`config.mk`:
```
export PLATFORM = sky130hd
export DESIGN_NAME = pio_byte_path
export DESIGN_NICKNAME = d
export VERILOG_FILES = /design/src/rtl/pio_pkg.sv /design/src/rtl/pio_data_fifo.sv /design/src/rtl/pio_cmd_buf.sv /design/src/rtl/pio_byte_path.sv
export SDC_FILE = /design/constraint.sdc
export NUM_CORES = 1
export LEC_CHECK = 0
export ABC_AREA = 1
export BUFFER_PORTS_ARGS = -buffer_cell sky130_fd_sc_hd__buf_2
export CAP_MARGIN = 20
export CORE_MARGIN = 5
export CORE_UTILIZATION = 64
export CTS_BUF_LIST = sky130_fd_sc_hd__clkbuf_4 sky130_fd_sc_hd__clkbuf_8
export DETAILED_ROUTE_END_ITERATION = 12
export PLACE_DENSITY = 0.82
export REMOVE_ABC_BUFFERS = 1
export SYNTH_ARGS = -nofsm -noshare
export SYNTH_HDL_FRONTEND = slang
export SYNTH_SLANG_ARGS = --single-unit
```
`constraint.sdc`:
```
create_clock -name clk_i -period 3.8 [get_ports clk_i]
set_input_delay 0.76 -clock clk_i [delete_from_list [all_inputs] [get_ports clk_i]]
set_output_delay 0.76 -clock clk_i [all_outputs]
set_load 0.02 [all_outputs]
```
`src/rtl/pio_pkg.sv`:
```
package pio_pkg;
  typedef logic [7:0] byte_t;
  localparam byte_t STATUS_PAD = 8'h00;
endpackage

```
`src/rtl/pio_data_fifo.sv`:
```
module pio_data_fifo import pio_pkg::*; #(
  parameter int DEPTH  = 16,
  parameter int SIZE_W = 8,
  localparam int PTR_W = $clog2(DEPTH)
) (
  input  logic                     clk_i,
  input  logic                     rst_ni,
  input  logic                     clear_i,
  input  logic                     load_i,
  input  byte_t                    status_i,
  input  logic                     wr_i,
  input  byte_t                    wdata_i,
  input  logic                     rd_i,
  input  logic                     phase_ok_i,
  output byte_t                    rdata_o,
  output logic                     ovf_o,
  output logic signed [SIZE_W-1:0] size_o,
  output logic [PTR_W-1:0]         count_o,
  output logic [2:0]               target_o
);
  byte_t                    mem_q [DEPTH];
  logic [PTR_W-1:0]         wptr_q, rptr_q, wptr_n, rptr_n;
  logic signed [SIZE_W-1:0] size_q, size_n;
  byte_t                    rdata_q;
  logic                     ovf_q;
  logic                     rd_go, wr_go, wr_drop;

  always_comb begin
    rd_go   = rd_i && phase_ok_i && (rptr_q < wptr_q);
    wr_go   = wr_i && (wptr_q != PTR_W'(DEPTH-1));
    wr_drop = wr_i && !wr_go;
    wptr_n  = wptr_q + PTR_W'(wr_go);
    rptr_n  = rptr_q + PTR_W'(rd_go);
    if (wptr_n == rptr_n) begin
      wptr_n = '0;
      rptr_n = '0;
    end
    size_n = size_q;
    if (wr_go && !rd_go)      size_n = size_q + SIZE_W'(1);
    else if (rd_go && !wr_go) size_n = size_q - SIZE_W'(1);
  end

  always_ff @(posedge clk_i or negedge rst_ni) begin
    if (!rst_ni) begin
      for (int i = 0; i < DEPTH; i++) mem_q[i] <= '0;
      wptr_q  <= '0;
      rptr_q  <= '0;
      size_q  <= '0;
      rdata_q <= '0;
      ovf_q   <= 1'b0;
    end else begin
      ovf_q <= 1'b0;
      if (clear_i) begin
        wptr_q <= '0;
        rptr_q <= '0;
        size_q <= '0;
      end else if (load_i) begin
        mem_q[0] <= status_i;
        mem_q[1] <= STATUS_PAD;
        rptr_q   <= '0;
        wptr_q   <= PTR_W'(2);
        size_q   <= SIZE_W'(2);
      end else begin
        if (wr_go) mem_q[wptr_q] <= wdata_i;
        if (rd_i)  rdata_q <= rd_go ? mem_q[rptr_q] : '0;
        ovf_q  <= wr_drop;
        wptr_q <= wptr_n;
        rptr_q <= rptr_n;
        size_q <= size_n;
      end
    end
  end

  assign rdata_o  = rdata_q;
  assign ovf_o    = ovf_q;
  assign size_o   = size_q;
  assign count_o  = wptr_q - rptr_q;
  assign target_o = mem_q[2][7:5];

  AST_PTR_ORDER: assert property (@(posedge clk_i) disable iff (!rst_ni)
    rptr_q <= wptr_q);
  AST_FULL_DROP: assert property (@(posedge clk_i) disable iff (!rst_ni)
    (wr_i && !rd_i && !clear_i && !load_i && wptr_q == PTR_W'(DEPTH-1))
    |=> (ovf_q && wptr_q == PTR_W'(DEPTH-1)));
  AST_DRAIN_ZERO: assert property (@(posedge clk_i) disable iff (!rst_ni)
    (rd_i && phase_ok_i && !wr_i && !clear_i && !load_i && rptr_q + PTR_W'(1) == wptr_q)
    |=> (wptr_q == '0 && rptr_q == '0));
  AST_DATAOUT_ZERO: assert property (@(posedge clk_i) disable iff (!rst_ni)
    (rd_i && !phase_ok_i && !wr_i && !clear_i && !load_i)
    |=> (rdata_q == '0 && $stable(size_q)));
endmodule

```
`src/rtl/pio_cmd_buf.sv`:
```
module pio_cmd_buf import pio_pkg::*; #(
  parameter int CMD_DEPTH = 32,
  localparam int CLEN_W = $clog2(CMD_DEPTH) + 1,
  localparam int CIDX_W = $clog2(CMD_DEPTH)
) (
  input  logic              clk_i,
  input  logic              rst_ni,
  input  logic              begin_i,
  input  logic              end_i,
  input  logic              wr_i,
  input  byte_t             wdata_i,
  input  logic [CIDX_W-1:0] idx_i,
  output logic              mode_o,
  output logic [CLEN_W-1:0] len_o,
  output logic              ready_o,
  output logic              ovf_o,
  output byte_t             byte_o
);
  byte_t             mem_q [CMD_DEPTH];
  logic [CLEN_W-1:0] len_q;
  logic              mode_q, ready_q, ovf_q;
  logic              room;

  assign room = len_q < CLEN_W'(CMD_DEPTH);

  always_ff @(posedge clk_i or negedge rst_ni) begin
    if (!rst_ni) begin
      for (int i = 0; i < CMD_DEPTH; i++) mem_q[i] <= '0;
      len_q   <= '0;
      mode_q  <= 1'b0;
      ready_q <= 1'b0;
      ovf_q   <= 1'b0;
    end else begin
      ready_q <= 1'b0;
      ovf_q   <= 1'b0;
      if (begin_i) begin
        mode_q <= 1'b1;
        len_q  <= '0;
      end else if (end_i) begin
        mode_q  <= 1'b0;
        ready_q <= mode_q;
      end else if (wr_i && mode_q) begin
        if (room) begin
          mem_q[len_q[CIDX_W-1:0]] <= wdata_i;
          len_q <= len_q + CLEN_W'(1);
        end else begin
          ovf_q <= 1'b1;
        end
      end
    end
  end

  assign mode_o  = mode_q;
  assign len_o   = len_q;
  assign ready_o = ready_q;
  assign ovf_o   = ovf_q;
  assign byte_o  = mem_q[idx_i];

  AST_CMD_DROP: assert property (@(posedge clk_i) disable iff (!rst_ni)
    (wr_i && mode_q && !begin_i && !end_i && len_q == CLEN_W'(CMD_DEPTH))
    |=> (ovf_q && $stable(len_q)));
  AST_READY_PULSE: assert property (@(posedge clk_i) disable iff (!rst_ni)
    ready_q |=> !ready_q);
  AST_READY_IDLE: assert property (@(posedge clk_i) disable iff (!rst_ni)
    ready_q |-> !mode_q);
endmodule

```
`src/rtl/pio_byte_path.sv`:
```
module pio_byte_path import pio_pkg::*; #(
  parameter int DEPTH     = 16,
  parameter int CMD_DEPTH = 32,
  parameter int SIZE_W    = 8,
  parameter int FLAG_W    = 5,
  localparam int PTR_W    = $clog2(DEPTH),
  localparam int CLEN_W   = $clog2(CMD_DEPTH) + 1,
  localparam int CIDX_W   = $clog2(CMD_DEPTH),
  localparam int FLAG_MAX = 2**FLAG_W - 1
) (
  input  logic                     clk_i,
  input  logic                     rst_ni,
  input  logic                     wr_i,
  input  logic [7:0]               wdata_i,
  input  logic                     rd_i,
  input  logic [2:0]               phase_i,
  output logic [7:0]               rd_data_o,
  input  logic                     sel_start_i,
  input  logic                     status_load_i,
  input  logic [7:0]               status_i,
  input  logic                     irq_ack_i,
  output logic                     irq_o,
  input  logic                     cmd_begin_i,
  input  logic                     cmd_end_i,
  input  logic [CIDX_W-1:0]        cmd_idx_i,
  output logic [7:0]               cmd_byte_o,
  output logic [CLEN_W-1:0]        cmd_len_o,
  output logic                     cmd_mode_o,
  output logic                     cmd_ready_o,
  output logic                     overrun_o,
  output logic signed [SIZE_W-1:0] size_o,
  output logic [FLAG_W-1:0]        flags_o,
  output logic [2:0]               target_o
);
  logic             data_ovf, cmd_ovf, mode;
  logic [PTR_W-1:0] cnt;
  logic             irq_q;

  pio_cmd_buf #(.CMD_DEPTH(CMD_DEPTH)) u_cmd (
    .clk_i   (clk_i),
    .rst_ni  (rst_ni),
    .begin_i (cmd_begin_i),
    .end_i   (cmd_end_i),
    .wr_i    (wr_i),
    .wdata_i (wdata_i),
    .idx_i   (cmd_idx_i),
    .mode_o  (mode),
    .len_o   (cmd_len_o),
    .ready_o (cmd_ready_o),
    .ovf_o   (cmd_ovf),
    .byte_o  (cmd_byte_o)
  );

  pio_data_fifo #(.DEPTH(DEPTH), .SIZE_W(SIZE_W)) u_data (
    .clk_i      (clk_i),
    .rst_ni     (rst_ni),
    .clear_i    (sel_start_i | cmd_begin_i),
    .load_i     (status_load_i),
    .status_i   (status_i),
    .wr_i       (wr_i && !mode),
    .wdata_i    (wdata_i),
    .rd_i       (rd_i),
    .phase_ok_i (phase_i != 3'b000),
    .rdata_o    (rd_data_o),
    .ovf_o      (data_ovf),
    .size_o     (size_o),
    .count_o    (cnt),
    .target_o   (target_o)
  );

  generate
    if (PTR_W > FLAG_W) begin : g_cap
      assign flags_o = (cnt > PTR_W'(FLAG_MAX)) ? FLAG_W'(FLAG_MAX) : cnt[FLAG_W-1:0];
    end else begin : g_ext
      assign flags_o = FLAG_W'(cnt);
    end
  endgenerate

  always_ff @(posedge clk_i or negedge rst_ni) begin
    if (!rst_ni)            irq_q <= 1'b0;
    else if (status_load_i) irq_q <= 1'b1;
    else if (irq_ack_i)     irq_q <= 1'b0;
  end

  assign irq_o      = irq_q;
  assign cmd_mode_o = mode;
  assign overrun_o  = data_ovf | cmd_ovf;

  AST_STATUS_IRQ: assert property (@(posedge clk_i) disable iff (!rst_ni)
    (status_load_i && !sel_start_i && !cmd_begin_i)
    |=> (irq_o && flags_o == FLAG_W'(2) && size_o == SIZE_W'(2)));
  AST_CMD_NO_DATA: assert property (@(posedge clk_i) disable iff (!rst_ni)
    (mode && wr_i && !rd_i && !sel_start_i && !cmd_begin_i && !status_load_i)
    |=> $stable(size_o));
  AST_CLEAR_EMPTY: assert property (@(posedge clk_i) disable iff (!rst_ni)
    (sel_start_i || cmd_begin_i) |=> (size_o == '0 && flags_o == '0));
endmodule

```
### After elaboration in Yosys (flattened, before gate mapping)

Index checks and enable logic that the tools add are counted.

* flip-flop bits (word level): 419
* output and inout port bits: 42
* logic and storage cells: 151
* input port bits: 33

* $lt $le $gt $ge: 8
* bitwise operators: 10
* add/sub/neg operators: 6
* equality and inequality tests: 3
* multiplexer cells: 41
* reductions and logical operators: 25

Operators with widths (number)
* bitwise mux 256 bit: 1
* bitwise mux 128 bit: 1
* two-way mux 128 bit: 1
* two-way mux 8 bit: 11
* binary-select mux 8 bit (select 5 bit): 1
* demux 8 bit (select 5 bit): 1
* binary-select mux 8 bit (select 4 bit): 1
* demux 8 bit (select 4 bit): 1
* two-way mux 4 bit: 6
* two-way mux 6 bit: 4
* two-way mux 16 bit: 1
* >= comparator 6 bit (second input constant): 2
* two-way mux 1 bit: 12
* NOT 5 -> 6 bit: 2
* >= comparator 5 bit (second input constant): 2
* logical AND 1 bit: 10
* NOT 4 -> 5 bit: 2
* nonzero test 2 bit: 5
* AND reduction 3 bit: 3
* adder 4 x 1 -> 4 bit: 2
* adder 8 x 2 -> 8 bit (second input constant): 1
* subtractor 8 x 2 -> 8 bit (second input constant): 1
* adder 6 x 1 -> 6 bit (second input constant): 1
* less-than comparator 6 x 1 -> 1 bit (second input constant): 1
* other kinds (14): 20

### Longest topological paths before layout

* depth after elaboration: 9
* depth in mapped cells: 17
* mapped depth without buffers: 16

### Cells and area by module

Synthesis repeated with hierarchy kept, for this count alone.

* cell total of the unflattened synthesis: 2515
* area, all modules: 20478.4 um^2

Modules (own cells, without submodules)
* pio_cmd_buf: area each 12431.9 um^2, seq. area each 6631.4 um^2, cells each 1539, times used 1
* pio_data_fifo: area each 7963.9 um^2, seq. area each 3828.7 um^2, cells each 962, times used 1
* pio_byte_path: area each 82.6 um^2, seq. area each 25.0 um^2, cells each 14, times used 1

### Worst setup path before layout

Ideal clock, no wire load.

* path type: register to register
* start: reg u_data.rptr_q[2]
* end: reg u_data.size_q[6] (netlist: u_data.size_o[6])
* buffers on the path: 2
* setup time: 0.117 ns
* data required time: 3.683 ns
* data arrival time: 3.034 ns
* stages on the path, launching flop included: 17
* setup slack: 0.649 ns
* path through: dfrtp_1 > clkbuf_1 > clkinv_1 > clkbuf_1 > ha_1 > nand2_1 > nor2_1 > nor2_1 > nand3_1 > nand2_1 > ha_1 > a21oi_1 > or2_2 > nand3_1 > nand2_1 > nand3_1 > nand2_1

* cells in the longest elaborated chain, start to end: 7
* elaborated cells between the ends (all ways): 9
* those cells by class: 1 x order compare; 3 x mux; 5 x reduce/logical

Ends and longest elaborated chain
* start, declared: line pio_data_fifo.sv:22 `logic [PTR_W-1:0] wptr_q, rptr_q, wptr_n, rptr_n;`
* start signal, assigned: line pio_data_fifo.sv:68 `rptr_q <= rptr_n;`
* less-than comparator 4 bit *: line pio_data_fifo.sv:29 `rd_go = rd_i && phase_ok_i && (rptr_q < wptr_q);`
* logical AND 1 bit *: line pio_data_fifo.sv:29
* zero test 1 bit: line pio_data_fifo.sv:39 `if (wr_go && !rd_go) size_n = size_q + SIZE_W'(1);`
* logical AND 1 bit: line pio_data_fifo.sv:39
* two-way mux 8 bit: line pio_data_fifo.sv:39
* two-way mux 8 bit: line pio_data_fifo.sv:57 `end else if (load_i) begin`
* two-way mux 8 bit: line pio_data_fifo.sv:53 `if (clear_i) begin`
* end signal, assigned: line pio_data_fifo.sv:69 `size_q <= size_n;`
* end, declared: line pio_data_fifo.sv:23 `logic signed [SIZE_W-1:0] size_q, size_n;`

Mark *: on every way between the ends. The rest lies on a longest branch, timed or not.
A chain may end at the register's enable or synchronous reset.

### Final worst setup path

* start: reg u_data.rptr_q[3]
* end: reg u_data.size_q[7] (netlist: u_data.size_o[7])

The elaborated chain is that of the path after synthesis.

==> run metrics <==
status completed; post-synthesis mux area share 0%; sequential area share after synthesis 53.56%; die area 34190 sq um; initial antenna violation count 0; CORE AREA 30430 sq um; worst min path class input pin to asynchronous set/reset pin; final setup vio count 0; worst r2r src u_data.rptr_q[3]$_DFF_PN0_; final core utilization 71.04%; crit path time final 3499 ps; vias in the first global route 17240; worst path required time 4290 ps; crit path max-delay cell type dfrtp_1; dominant cells by area after synthesis dfrtp_1 54%, nand2_1 17%, o21ai_0 11%; FF-to-FF path depth 13; Num CTS Buffers 71; PwrDens 441.4 nW/um^2; Post-synth EDFFs 0; area delta synth->final 10.42%; initial detailed-routing violation count 2000; via count 17580; mean routed wirelength per cell 18.19 microns; max_slew headroom 24.15%; Top Ports 75; asr flop ratio synth 100.0%; Die W 184.9 microns; root buffer cell clkbuf_8; WL met3 4353 microns; Synth Flop Type dfrtp_1; first-pass GRT wire length 87570 microns; reg2reg setup slack 300 ps; Post-Route WL 52830 microns; RR Endpoint u_data.size_o[7]$_DFFE_PN0P_; area leader, netlist dfrtp_1; Sum Neg Setup Slack 0 ps; Post-route DRC 0; total gr overflow 0; met2 wire len 24700 microns; Mapped Area 19580 sq um; Clock transition at path regs 60 ps; HPWL after detailed placement 32580 microns; CP cell instances clkinv_1, ha_1, a21oi_1, nand2_1, nand3_1, nand2_1, ha_1, a21oi_1, o21ai_0, a21oi_1, nand3_1, nand3_1, nand2_1; H-tree depth 3; top cell type's share of synthesized area 53.56%; CTS tree built; clk buf depth 3; RSZ-0062 raised after global routing false; Setup CP Type flip-flop to flip-flop; PostCTS Resize Cnt 0; fmax 0.2858 GHz; post-route cell area 21620 sq um; critical path fanouts, max 11; DR vias/cell 6.053; Synth cell types 35; row count 64; simple-gate area share of the yosys netlist 26.84%; Non-Filler Instances 2905; layout cells sized above 1 10.00%; Final Cycle Share 92.07%; port bufs 73; initial cell density of the core 64.33%; Tot Pwr 9.541 mW; most common cell in the synthesized netlist nand2_1; Yosys warning count 0; largest net degree at the start of global routing 91; top sig layer met4; Detailed Routing Iterations Pass 1 9; top cells by count, synth 896 x nand2_1, 419 x dfrtp_1, 418 x o21ai_0, 286 x nand3_1, 135 x clkbuf_1; ANT nets after route 0; post-synthesis adder-cell area fraction 1.355%; net count reported at finish 2513; Worst-Skew Late Latency 600 ps; Setup Skew 38.15 ps; post-synthesis xor/xnor area fraction 0.4921%; total track usage 31.50%; CTS sink cnt 419; Post-CTS Hold Fix Bufs 0; diode count 0; Placement Cell Area 20120 sq um; DP Cell Count 2783; Static Leakage 10.02 nW; Filler cells 2341; Slew @ Worst Pin 1136 ps; Post-CTS Setup Bufs 0; type of origin of the critical path flip-flop; Syn Inst Count 2449; Final Slew Violations 0; Worst Path Arrival 3990 ps; delay of the slowest critical-path stage 520 ps; Compound-Gate Fraction of Synth Area 12.87%; largest family of logic cells by synthesized area simple AND/OR/NAND/NOR gates; GPL Wtd Cong 0.9419; critical path endpoint category flip-flop; flop and latch count out of synthesis 419; peak supply drop 0.3591 mV; die height 184.9 microns; Syn Area/Cell 7.994 sq um; Max-Cap Viols 0; Final Hold Violating Endpoints 0; metal1 wirelength 21520 microns
## critical path, delay by kind of cell, from the launching register on
| family | cells | cell delay [ps] |
|---|---|---|
| adders and majority gates | 2 | 900 |
| DFF | 1 | 520 |
| AOI/OAI and AO/OA | 4 | 750 |
| buffers and inverters | 1 | 300 |
| and+or+nand+nor | 6 | 920 |
## stage by stage
step | worst slack [ps] | hold WS (ps)
final | 301.5 | 144.9
after global routing | 53.96 | 171.0
after CTS | 426.4 | 133.9
after detailed placement | 525.0 | 365.6
after global placement | 560.7 | 365.0
after floorplan | -330.3 | 354.0
## cells in the final DEF (no fill, tap or decap), types with 2 or more instances in the layout
cell type,synthesis,routed
xnor2_1,7,7
nand3_1,286,286
clkbuf_8,0,93
inv_1,59,58
buf_4,5,26
inv_8,0,2
fa_1,2,2
xor2_1,4,4
ha_1,18,18
nor2_2,7,7
nand2_1,896,896
nand4_4,2,2
nand2_2,2,2
clkbuf_4,0,20
buf_2,10,71
nand4_1,6,6
nand3_4,2,2
or2_2,2,2
clkinv_1,5,5
o211ai_1,3,3
nor3_1,8,8
clkinv_2,0,4
o31ai_1,9,9
a21oi_1,60,60
clkinvlp_4,0,3
buf_12,0,9
nor2_1,55,55
dfrtp_1,419,418
o21ai_0,418,418
inv_2,2,2
## registers in the layout, indices dropped and copies added, names as in the netlist
register / count
u_data.mem_q: 125
u_data.ovf_o: 1
u_cmd.ready_o: 1
u_cmd.ovf_o: 1
u_data.target_o: 3
u_cmd.len_o: 6
irq_o: 1
u_data.wptr_q: 4
u_data.size_o: 8
u_cmd.mem_q: 256
u_cmd.mode_o: 1
u_data.rdata_o: 8
u_data.rptr_q: 4
## where the power goes
| part | switching (mW) | leakage [nW] | internal, mW |
|---|---|---|---|
| Combinational | 0.529 | 3.42 | 0.201 |
| Clock | 1.82 | 0.789 | 2.39 |
| Sequential | 0.0515 | 5.81 | 4.55 |
## routing by layer
layer | global-route usage [%] | up-vias
met5 | 0 | -
met2 | 50.77 | 973
met4 | 13.92 | 0
met1 | 42.92 | 8397
met3 | 4.831 | 159
li1 | - | 8054
## area by class of cell
cell class | instances | area (sq um) | share of cell area [%]
well taps | 396 | 495.5 | 2.292
clock buffers | 113 | 1430 | 6.616
inverters | 66 | 249.0 | 1.152
flip-flops and latches | 419 | 10490 | 48.51
multi-input cells | 1795 | 8140 | 37.66
repair buffers | 107 | 745.7 | 3.450
clock inverters | 9 | 68.82 | 0.3184
## cell families (layout without fill, tap and decap cells)
logic type,count (synthesis),count (layout)
and+or+nand+nor,1269,1269
AOI/OAI and AO/OA,494,494
xor gates and xnor gates,11,11
DFF,419,419
buffers and inverters,235,295
other,1,1
adders and majority gates,20,20
## how the worst max path moves through the flow
stage / from / to / slack [ps] / cells past startpoint
6_report: u_data.rptr_q[3]$_DFF_PN0_ / u_data.size_o[7]$_DFFE_PN0P_ / 300 / 13
3_3_place_gp: cmd_idx_i[0] / cmd_byte_o[1] / 560 / 10
2_1_floorplan: cmd_idx_i[0] / cmd_byte_o[0] / -330 / 7
3_5_place_dp: cmd_idx_i[0] / cmd_byte_o[5] / 530 / 12
4_1_cts: u_data.rptr_q[3]$_DFF_PN0_ / u_data.size_o[7]$_DFFE_PN0P_ / 430 / 13
5_1_grt: u_data.rptr_q[3]$_DFF_PN0_ / u_data.size_o[7]$_DFFE_PN0P_ / 50 / 14
(Power assumes the default switching activity.)
